<file path="src/rtl/eps_pkg.sv">
// Package: shared encodings for the EEPROM phase sequencer.
// Assumes: op codes are fixed by the start interface; phase order is setup, active, hold.
package eps_pkg;

    typedef enum logic [1:0] {
        OP_READ  = 2'b00,
        OP_WRITE = 2'b01,
        OP_ERASE = 2'b10,
        OP_RSVD  = 2'b11
    } eps_op_e;

    typedef enum logic [1:0] {
        PH_IDLE   = 2'b00,
        PH_SETUP  = 2'b01,
        PH_ACTIVE = 2'b10,
        PH_HOLD   = 2'b11
    } eps_phase_e;

    localparam int unsigned NUM_FIELDS = 3;
    localparam int unsigned FLD_HOLD   = 0;
    localparam int unsigned FLD_ACTIVE = 1;
    localparam int unsigned FLD_SETUP  = 2;

endpackage

</file>
<file path="src/rtl/eps_wait_regs.sv">
// Module: eps_wait_regs
// Stores the three minus-one-encoded phase counts and returns them on read.
// Assumes: the field with index i occupies bits [i*FIELD_W +: FIELD_W];
// bits above NUM_FIELDS*FIELD_W are reserved, read as zero and drop writes.
module eps_wait_regs
    import eps_pkg::*;
#(
    parameter int unsigned DATA_W  = 32,
    parameter int unsigned FIELD_W = 8
) (
    input  logic               clk,
    input  logic               rst_n,
    input  logic               wr_en,
    input  logic [DATA_W-1:0]  wr_data,
    output logic [DATA_W-1:0]  rd_data,
    output logic [FIELD_W-1:0] setup_cnt,
    output logic [FIELD_W-1:0] active_cnt,
    output logic [FIELD_W-1:0] hold_cnt
);

    localparam int unsigned USED_W = NUM_FIELDS * FIELD_W;
    localparam int unsigned RSVD_W = DATA_W - USED_W;

    logic [FIELD_W-1:0] field_q [NUM_FIELDS];

    genvar gi;
    generate
        for (gi = 0; gi < NUM_FIELDS; gi++) begin : g_field
            // Store one count field; reset to zero.
            always_ff @(posedge clk) begin
                if (!rst_n) begin
                    field_q[gi] <= '0;
                end else if (wr_en) begin
                    field_q[gi] <= wr_data[gi*FIELD_W +: FIELD_W];
                end
            end
            // Place the field in the read word.
            assign rd_data[gi*FIELD_W +: FIELD_W] = field_q[gi];
        end

        if (RSVD_W > 0) begin : g_rsvd
            logic [RSVD_W-1:0] rsvd_unused;
            // Reserved bits are neither stored nor returned.
            assign rsvd_unused = wr_data[DATA_W-1:USED_W];
            assign rd_data[DATA_W-1:USED_W] = '0;
        end
    endgenerate

    assign setup_cnt  = field_q[FLD_SETUP];
    assign active_cnt = field_q[FLD_ACTIVE];
    assign hold_cnt   = field_q[FLD_HOLD];

endmodule

</file>
<file path="src/rtl/eps_phase_ctrl.sv">
// Module: eps_phase_ctrl
// Accepts a start request, then walks setup, active and hold phases.
// Each phase loads its count at entry and runs count+1 cycles.
// Assumes: start is ignored while a phase is running; op 11 is never accepted.
module eps_phase_ctrl
    import eps_pkg::*;
#(
    parameter int unsigned FIELD_W = 8
) (
    input  logic               clk,
    input  logic               rst_n,
    input  logic               start,
    input  logic [1:0]         op,
    input  logic [FIELD_W-1:0] setup_cnt,
    input  logic [FIELD_W-1:0] active_cnt,
    input  logic [FIELD_W-1:0] hold_cnt,
    output eps_phase_e         phase,
    output eps_op_e            op_q,
    output logic               last,
    output logic               busy,
    output logic               done
);

    eps_phase_e         phase_q;
    logic [FIELD_W-1:0] cnt_q;
    logic               done_q;
    logic               accept;
    logic               cnt_zero;

    // Take a request only when idle and with a defined op code.
    assign accept   = start && (phase_q == PH_IDLE) && (eps_op_e'(op) != OP_RSVD);
    assign cnt_zero = (cnt_q == '0);

    // Phase register, cycle counter and latched operation.
    always_ff @(posedge clk) begin
        if (!rst_n) begin
            phase_q <= PH_IDLE;
            cnt_q   <= '0;
            op_q    <= OP_READ;
        end else if (accept) begin
            phase_q <= PH_SETUP;
            cnt_q   <= setup_cnt;
            op_q    <= eps_op_e'(op);
        end else if (phase_q != PH_IDLE) begin
            if (cnt_zero) begin
                unique case (phase_q)
                    PH_SETUP: begin
                        phase_q <= PH_ACTIVE;
                        cnt_q   <= active_cnt;
                    end
                    PH_ACTIVE: begin
                        phase_q <= PH_HOLD;
                        cnt_q   <= hold_cnt;
                    end
                    default: begin
                        phase_q <= PH_IDLE;
                        cnt_q   <= '0;
                    end
                endcase
            end else begin
                cnt_q <= cnt_q - 1'b1;
            end
        end
    end

    // One-cycle completion pulse after the last hold cycle.
    always_ff @(posedge clk) begin
        if (!rst_n) begin
            done_q <= 1'b0;
        end else begin
            done_q <= (phase_q == PH_HOLD) && cnt_zero;
        end
    end

    assign phase = phase_q;
    assign last  = cnt_zero;
    assign busy  = (phase_q != PH_IDLE);
    assign done  = done_q;

endmodule

</file>
<file path="src/rtl/eps_strobe_gen.sv">
// Module: eps_strobe_gen
// Decodes phase and latched operation into the array strobes.
// Assumes: inputs come straight from registers, so outputs are glitch-limited decode only.
module eps_strobe_gen
    import eps_pkg::*;
(
    input  eps_phase_e phase,
    input  eps_op_e    op_q,
    input  logic       last,
    output logic       prech,
    output logic       we_n,
    output logic       pe,
    output logic       data_valid
);

    logic is_read;
    logic is_write;
    logic is_erase;

    // Operation flags, valid only while a phase runs.
    always_comb begin
        is_read  = (phase != PH_IDLE) && (op_q == OP_READ);
        is_write = (phase != PH_IDLE) && (op_q == OP_WRITE);
        is_erase = (phase != PH_IDLE) && (op_q == OP_ERASE);
    end

    // Strobe decode per operation and phase.
    always_comb begin
        prech      = is_read && (phase == PH_SETUP);
        data_valid = is_read && (phase == PH_ACTIVE) && last;
        we_n       = !(is_write && (phase == PH_ACTIVE));
        pe         = is_erase && ((phase == PH_SETUP) || (phase == PH_ACTIVE));
    end

endmodule

</file>
<file path="src/rtl/eeprom_phase_seq.sv">
// Module: eeprom_phase_seq (top)
// Wait-state register plus three-phase timing sequencer for EEPROM accesses.
// Assumes: one register at a single location; synchronous active-low reset.
module eeprom_phase_seq
    import eps_pkg::*;
#(
    parameter int unsigned DATA_W  = 32,
    parameter int unsigned FIELD_W = 8
) (
    input  logic              clk,
    input  logic              rst_n,
    input  logic              cfg_we,
    input  logic [DATA_W-1:0] cfg_wdata,
    output logic [DATA_W-1:0] cfg_rdata,
    input  logic              start,
    input  logic [1:0]        op,
    output logic              busy,
    output logic              done,
    output logic              prech,
    output logic              we_n,
    output logic              pe,
    output logic              data_valid
);

    logic [FIELD_W-1:0] setup_cnt;
    logic [FIELD_W-1:0] active_cnt;
    logic [FIELD_W-1:0] hold_cnt;
    eps_phase_e         phase;
    eps_op_e            op_q;
    logic               last;

    eps_wait_regs #(
        .DATA_W  (DATA_W),
        .FIELD_W (FIELD_W)
    ) u_regs (
        .clk        (clk),
        .rst_n      (rst_n),
        .wr_en      (cfg_we),
        .wr_data    (cfg_wdata),
        .rd_data    (cfg_rdata),
        .setup_cnt  (setup_cnt),
        .active_cnt (active_cnt),
        .hold_cnt   (hold_cnt)
    );

    eps_phase_ctrl #(
        .FIELD_W (FIELD_W)
    ) u_ctrl (
        .clk        (clk),
        .rst_n      (rst_n),
        .start      (start),
        .op         (op),
        .setup_cnt  (setup_cnt),
        .active_cnt (active_cnt),
        .hold_cnt   (hold_cnt),
        .phase      (phase),
        .op_q       (op_q),
        .last       (last),
        .busy       (busy),
        .done       (done)
    );

    eps_strobe_gen u_strb (
        .phase      (phase),
        .op_q       (op_q),
        .last       (last),
        .prech      (prech),
        .we_n       (we_n),
        .pe         (pe),
        .data_valid (data_valid)
    );

endmodule

</file>
<file path="config.mk">
export PLATFORM = sky130hd
export DESIGN_NAME = eeprom_phase_seq
export DESIGN_NICKNAME = d
export VERILOG_FILES = /design/src/rtl/eps_pkg.sv /design/src/rtl/eps_wait_regs.sv /design/src/rtl/eps_phase_ctrl.sv /design/src/rtl/eps_strobe_gen.sv /design/src/rtl/eeprom_phase_seq.sv
export SDC_FILE = /design/constraint.sdc
export NUM_CORES = 1
export LEC_CHECK = 0
export BUFFER_PORTS_ARGS = -buffer_cell sky130_fd_sc_hd__clkbuf_2
export CORE_MARGIN = 2
export CORE_UTILIZATION = 35
export DETAILED_ROUTE_END_ITERATION = 8
export PLACE_DENSITY = 0.65
export SKIP_CTS_REPAIR_TIMING = 1
export SYNTH_ARGS = -nofsm -noshare
export SYNTH_HDL_FRONTEND = slang
export SYNTH_HIERARCHICAL = 1
export SYNTH_SLANG_ARGS = --single-unit
</file>
<file path="constraint.sdc">
create_clock -name clk -period 1.9 [get_ports clk]
set_input_delay 0.38 -clock clk [delete_from_list [all_inputs] [get_ports clk]]
set_output_delay 0.38 -clock clk [all_outputs]
set_load 0.1 [all_outputs]
</file>
# After elaboration in Yosys (flattened, before gate mapping)
# Memories as Yosys holds them, arrays and structs flattened.
# Index checks and enable logic that the tools add are counted.
dict set report word_totals {
  regBits 13
  latchBits 0
  ram_bits 24
  mem_bits_ro 0
  inputBits 38
  output_inout_bits 38
  elab_cells 54
  mem_count 1
}
dict set report op_classes {
  addsub 1
  n_mul 0
  div_mod_pow 0
  order_cmp 0
  eq_ne 6
  shift 0
  n_mux 15
  n_bitwise 4
  n_reduce_logical 22
}
# name words word_bits rd rd_clocked_by_memory_dff wr line
set mem_list {}
lappend mem_list {u_regs.field_q 3 8 3 0 3 eps_wait_regs.sv:24} ;# logic [FIELD_W-1:0] field_q [NUM_FIELDS];
# cell n
set op_table {}
lappend op_table {{$mux W8} 6}
lappend op_table {{$pmux W8 S2} 1}
lappend op_table {{$logic_and A1 B1 Y1} 11}
lappend op_table {{$logic_not A8 Y1} 1}
lappend op_table {{$sub A8 B1 Y8 const B} 1}
lappend op_table {{$mux W1} 7}
lappend op_table {{$eq A2 B2 Y1 const B} 3}
lappend op_table {{$reduce_bool A2 Y1} 3}
lappend op_table {{$eq A2 B1 Y1 const B} 2}
lappend op_table {{$logic_not A2 Y1} 2}
lappend op_table {{$pmux W2 S2} 1}
lappend op_table {{$reduce_and A2 Y1} 2}
lappend op_table {{$or A1 B1 Y1} 3}
lappend op_table {{$ne A2 B2 Y1 const B} 1}
lappend op_table {{$reduce_or A2 Y1} 1}
lappend op_table {{$logic_not A1 Y1} 1}
lappend op_table {{$logic_or A1 B1 Y1} 1}
lappend op_table {{$not A1 Y1} 1}

# Longest topological paths before layout
dict set report logic_depth {
  depth_word 5
  ltp_mapped 8
}

# Hierarchy
# Netlist, hierarchy kept.
# mod n_inst cells_each area_each_um2 seq_area_each_um2
set by_module_without_submodules {}
lappend by_module_without_submodules {eps_wait_regs 1 86 1158.6 720.7}
lappend by_module_without_submodules {eps_phase_ctrl 1 108 969.7 260.2}
lappend by_module_without_submodules {eps_strobe_gen 1 11 90.1 0.0}

# Least setup slack after synthesis
# No wires, ideal clock.
dict set report synth_path {
  kind {register -> output}
  start {reg u_ctrl.phase_q[0], in the netlist u_ctrl/phase[0]}
  end {out pe}
  arrival_time_ps 2806
  slack_ps -1286
  path_stages_with_launch 5
  path_cell_list {dfxtp_1 inv_1 ha_1 nand2_1 nor3_1}
}
dict set report synth_via {
  elab_chain_cells 3
  word_cells_on_any_way 6
  cone_classes {2 x eq/ne; 4 x reduce/logical}
}
# element line
set synth_rtl {}
lappend synth_rtl {{start: declaration} eps_phase_ctrl.sv:24} ;# eps_phase_e phase_q;
lappend synth_rtl {{start signal: assignment} eps_phase_ctrl.sv:37} ;# phase_q <= PH_IDLE;
lappend synth_rtl {{start signal: assignment} eps_phase_ctrl.sv:41} ;# phase_q <= PH_SETUP;
lappend synth_rtl {{start signal: assignment} eps_phase_ctrl.sv:48} ;# phase_q <= PH_ACTIVE;
lappend synth_rtl {{$eq A2 B1 Y1, or another cell as far along} eps_strobe_gen.sv:32} ;# pe = is_erase && ((phase == PH_SETUP) || (phase == PH_ACTIVE));
lappend synth_rtl {{$logic_or A1 B1 Y1 / $logic_and A1 B1 Y1 (equally long branches)} {eps_strobe_gen.sv:32, eps_strobe_gen.sv:24}}
lappend synth_rtl {{$logic_and A1 B1 Y1 (*)} eps_strobe_gen.sv:32}
lappend synth_rtl {{end: declaration} eeprom_phase_seq.sv:21} ;# output logic pe,
# Mark *: on every way between the ends. The rest lies on a longest branch, timed or not.

# Final worst setup path
dict set report layout_path {
  start {reg u_ctrl.cnt_q[0]}
  end {out data_valid}
}
dict set report layout_via {
  elab_chain_cells 2
}
# element line
set layout_rtl {}
lappend layout_rtl {{start: declaration} eps_phase_ctrl.sv:25} ;# logic [FIELD_W-1:0] cnt_q;
lappend layout_rtl {{start signal: assignment} eps_phase_ctrl.sv:42} ;# cnt_q <= setup_cnt;
lappend layout_rtl {{start signal: assignment} eps_phase_ctrl.sv:49} ;# cnt_q <= active_cnt;
lappend layout_rtl {{start signal: assignment} eps_phase_ctrl.sv:53} ;# cnt_q <= hold_cnt;
lappend layout_rtl {{$logic_not A8 Y1} eps_phase_ctrl.sv:32} ;# assign cnt_zero = (cnt_q == '0);
lappend layout_rtl {{via last} eeprom_phase_seq.sv:30} ;# logic last;
lappend layout_rtl {{$logic_and A1 B1 Y1} eps_strobe_gen.sv:30} ;# data_valid = is_read && (phase == PH_ACTIVE) && last;
lappend layout_rtl {{end: declaration} eeprom_phase_seq.sv:22} ;# output logic data_valid
# The timed path passes the listed nets, and every way through them passes these cells.

==> key figures <==
Status
  • Status: finished, violations left
  • Failing checks: negative setup slack

Min path
  • Hold path cells: 3
  • Worst hold endpoint: u_ctrl/op_q[0]$_SDFFE_PN0P_
  • Worst Hold Launch: op[0]
  • HP Class: input port to register

Timing
  • Min Hold Slack: 342 ps
  • Crit share post-route: 1.05
  • RSZ-0062 raised after global routing: true
  • Clock Skew: between 3 and 4 ps
  • Max Freq: roughly 500 MHz
  • Slew HR: 0.635
  • Final setup margin: -99.5 ps
  • Final Hold Fails: 0
  • Final setup viols: 1
  • Worst-margin pin slew: around 550 ps
  • Final Max Tran Viols: 0
  • Crit path time final: around 2000 ps

Synth
  • Async SR Flop Fraction: 0
  • Most used DFF post-synth: edfxtp_1
  • Synth area leaders: edfxtp_1, dfxtp_1, buf_4
  • Mean Syn Cell Area: between 10 and 15 µm²
  • Post-synth EDFFs: 24
  • Yosys top cell area share: 0.325
  • YS warnings: 6
  • Netlist Area Pre-Place: 2220 µm²
  • Syn Inst Count: just over 200
  • Synth area leader: edfxtp_1
  • Seq cells post-synth: 37
  • Synth cell types: 44
  • Sequential share of the synthesized area: 0.442

Floorplanning
  • Core area: about 6200 µm²
  • Cell Rows: 29
  • Die W: approximately 84 µm
  • Die Y: 83.6 µm
  • Initial Util: 0.355
  • # IOs: 76
  • Die area: between 6000 and 7000 µm²

Routing
  • Vias: about 1,600
  • DRC: 0
  • Routed wire per std cell: between 10 and 15 µm
  • Via density: 4.99
  • DR iter-0 viols: 50
  • Antenna-violating nets left: 0
  • Iteration count of the initial detailed-routing pass: 4
  • Final wirelength: 4630 µm

Placement
  • Port bufs: 59
  • Dpl cell area: 2510 µm²
  • Placed insts: about 310
  • DP HPWL: 3490 µm
  • DP Worst Slack: 91.4 ps
  • Routability cong.: 0.818

Clock network
  • CTS clk-pin slew, worst paths: ~70 ps
  • Later-pin clock latency in the skew report: between 200 and 300 ps
  • CTS sink cnt: 37
  • CTS tree: built
  • CTS max path bufs: 2
  • CTS root buffer: clkbuf_8
  • H-tree levels: 2
  • Num CTS Buffers: 5

Worst setup path
  • CP required: ~1500 ps
  • Setup slack, reg-to-reg: roughly 220 ps
  • FF-to-FF Start: u_ctrl/cnt_q[2]$_SDFFE_PN0P_
  • Worst Setup Start Kind: register
  • Setup Crit Path Kind: register to primary output
  • R2r worst-path depth: 5
  • Worst r2r dst: u_ctrl/cnt_q[7]$_SDFFE_PN0P_
  • Crit path capture type: primary output
  • Crit-path max FO: 3
  • WP data arrival: between 1500 and 2000 ps

Run
  • Max_cap viols: 0

Global route
  • Grt ovf: 0
  • First-pass GRT wire length: 7270 µm
  • Vias in the first global route: ~1,500
  • Initial antenna violation count: 0
  • GRT Total Usage: 0.129
  • Largest net degree at the start of global routing: 26

Layout
  • Layout cells sized above 1: 0.438
  • Area Growth Syn to Fin: 20.1%
  • Area of the multi-input gates: roughly 980 µm²
  • Design area: about 2700 µm²
  • Post-layout nets: approximately 300
  • Most common cell after layout, fill and taps aside: clkbuf_2
  • Layout fillers: just over 600
  • Ant. Diodes: 0
  • Most frequent cells in the layout: clkbuf_2, edfxtp_1, and3_1
  • Register area: approximately 990 µm²
  • Non-filler instance count after layout: between 300 and 400

Power and ir drop
  • Pwr/cell area: ~1200 nW/µm²
  • P_leak: around 0.0012 µW
  • Largest vdd supply drop: 0.601 mV
cell usage after synthesis, types with 2 or more instances:
library cell / count
and3_2: 7
dfxtp_1: 13
buf_6: 4
nand2b_1: 3
nor2_1: 6
nand2_1: 7
nand3_1: 2
inv_1: 8
nor3b_1: 2
edfxtp_1: 24
mux2i_1: 10
a22o_1: 8
xor2_1: 2
a221oi_1: 4
buf_4: 32
a31oi_1: 4
buf_2: 4
and3_1: 22
clkbuf_1: 3
a21oi_1: 3
ha_1: 9
nor3_1: 2
o31a_1: 2
o21ai_0: 4
power by group:
part / switching [µW] / internal (µW) / leakage, µW
Combinational: 1040 / 617 / 0.000825
Sequential: 138 / 979 / 0.000367
Clock: 283 / 253 / 0.0000439
final cells by class:
class | instances | area share
Sequential cell | 37 | 0.373
Multi-Input combinational cell | 122 | 0.367
Timing Repair Buffer | 72 | 0.176
Tap cell | 77 | 0.0362
Clock buffer | 5 | 0.0258
Inverter | 10 | 0.0160
Clock inverter | 3 | 0.00657
metal layers:
layer / vias up / share of wire / track usage
met5: - / 0 / 0
li1: 791 / - / -
met1: 773 / 0.46 / 0.171
met2: 55 / 0.47 / 0.212
met4: 0 / 0.014 / 0.0440
met3: 7 / 0.052 / 0.0247
worst max-delay path by stage:
stage,to,start,depth (start not counted),slack (ps)
4_1_cts,data_valid,u_ctrl/cnt_q[0]$_SDFFE_PN0P_,7,-240
3_3_place_gp,data_valid,u_ctrl/cnt_q[0]$_SDFFE_PN0P_,7,130
5_1_grt,data_valid,u_ctrl/cnt_q[0]$_SDFFE_PN0P_,7,-190
2_1_floorplan,prech,u_ctrl/phase[0]$_SDFFE_PN0P_,3,-140
6_report,data_valid,u_ctrl/cnt_q[0]$_SDFFE_PN0P_,7,-100
3_5_place_dp,data_valid,u_ctrl/cnt_q[0]$_SDFFE_PN0P_,7,90
metrics by stage:
stage | util | power (µW) | setup TNS, ps
floorplan | - | 2420 | -143
global placement | 0.403 | 2650 | 0
detailed placement | 0.403 | 2670 | 0
CTS | 0.416 | 3210 | -238
global route | 0.427 | 3520 | -192
finish | 0.427 | 3310 | -99.5
worst max-delay path, cell delays in order (launching register included):
cell     delay (ps)
dfxtp_4         360
inv_4            70
ha_4            130
nor3b_4         200
nand2_2          90
inv_2            70
and4b_4         240
buf_12          170
state kept, by name (all words and copies together) (netlist names):
signal	flops
u_regs/field_q	24
u_ctrl/phase	2
u_ctrl/op_q	2
u_ctrl/done	1
u_ctrl/cnt_q	8
cells by family (layout without fill, tap and decap cells):
logic type,count (synthesis),in the layout,share of synthesized area
AO/OA/AOI/OAI,32,32,0.113
XOR/XNOR,3,3,0.0118
adder cells (fa/ha/maj),9,9,0.0508
buffers and inverters,53,90,0.160
flip-flops,37,37,0.442
multiplexers,10,10,0.0451
other,1,8,0.00169
AND/OR/NAND/NOR,60,60,0.176
Power figures use the tool's default switching activity.
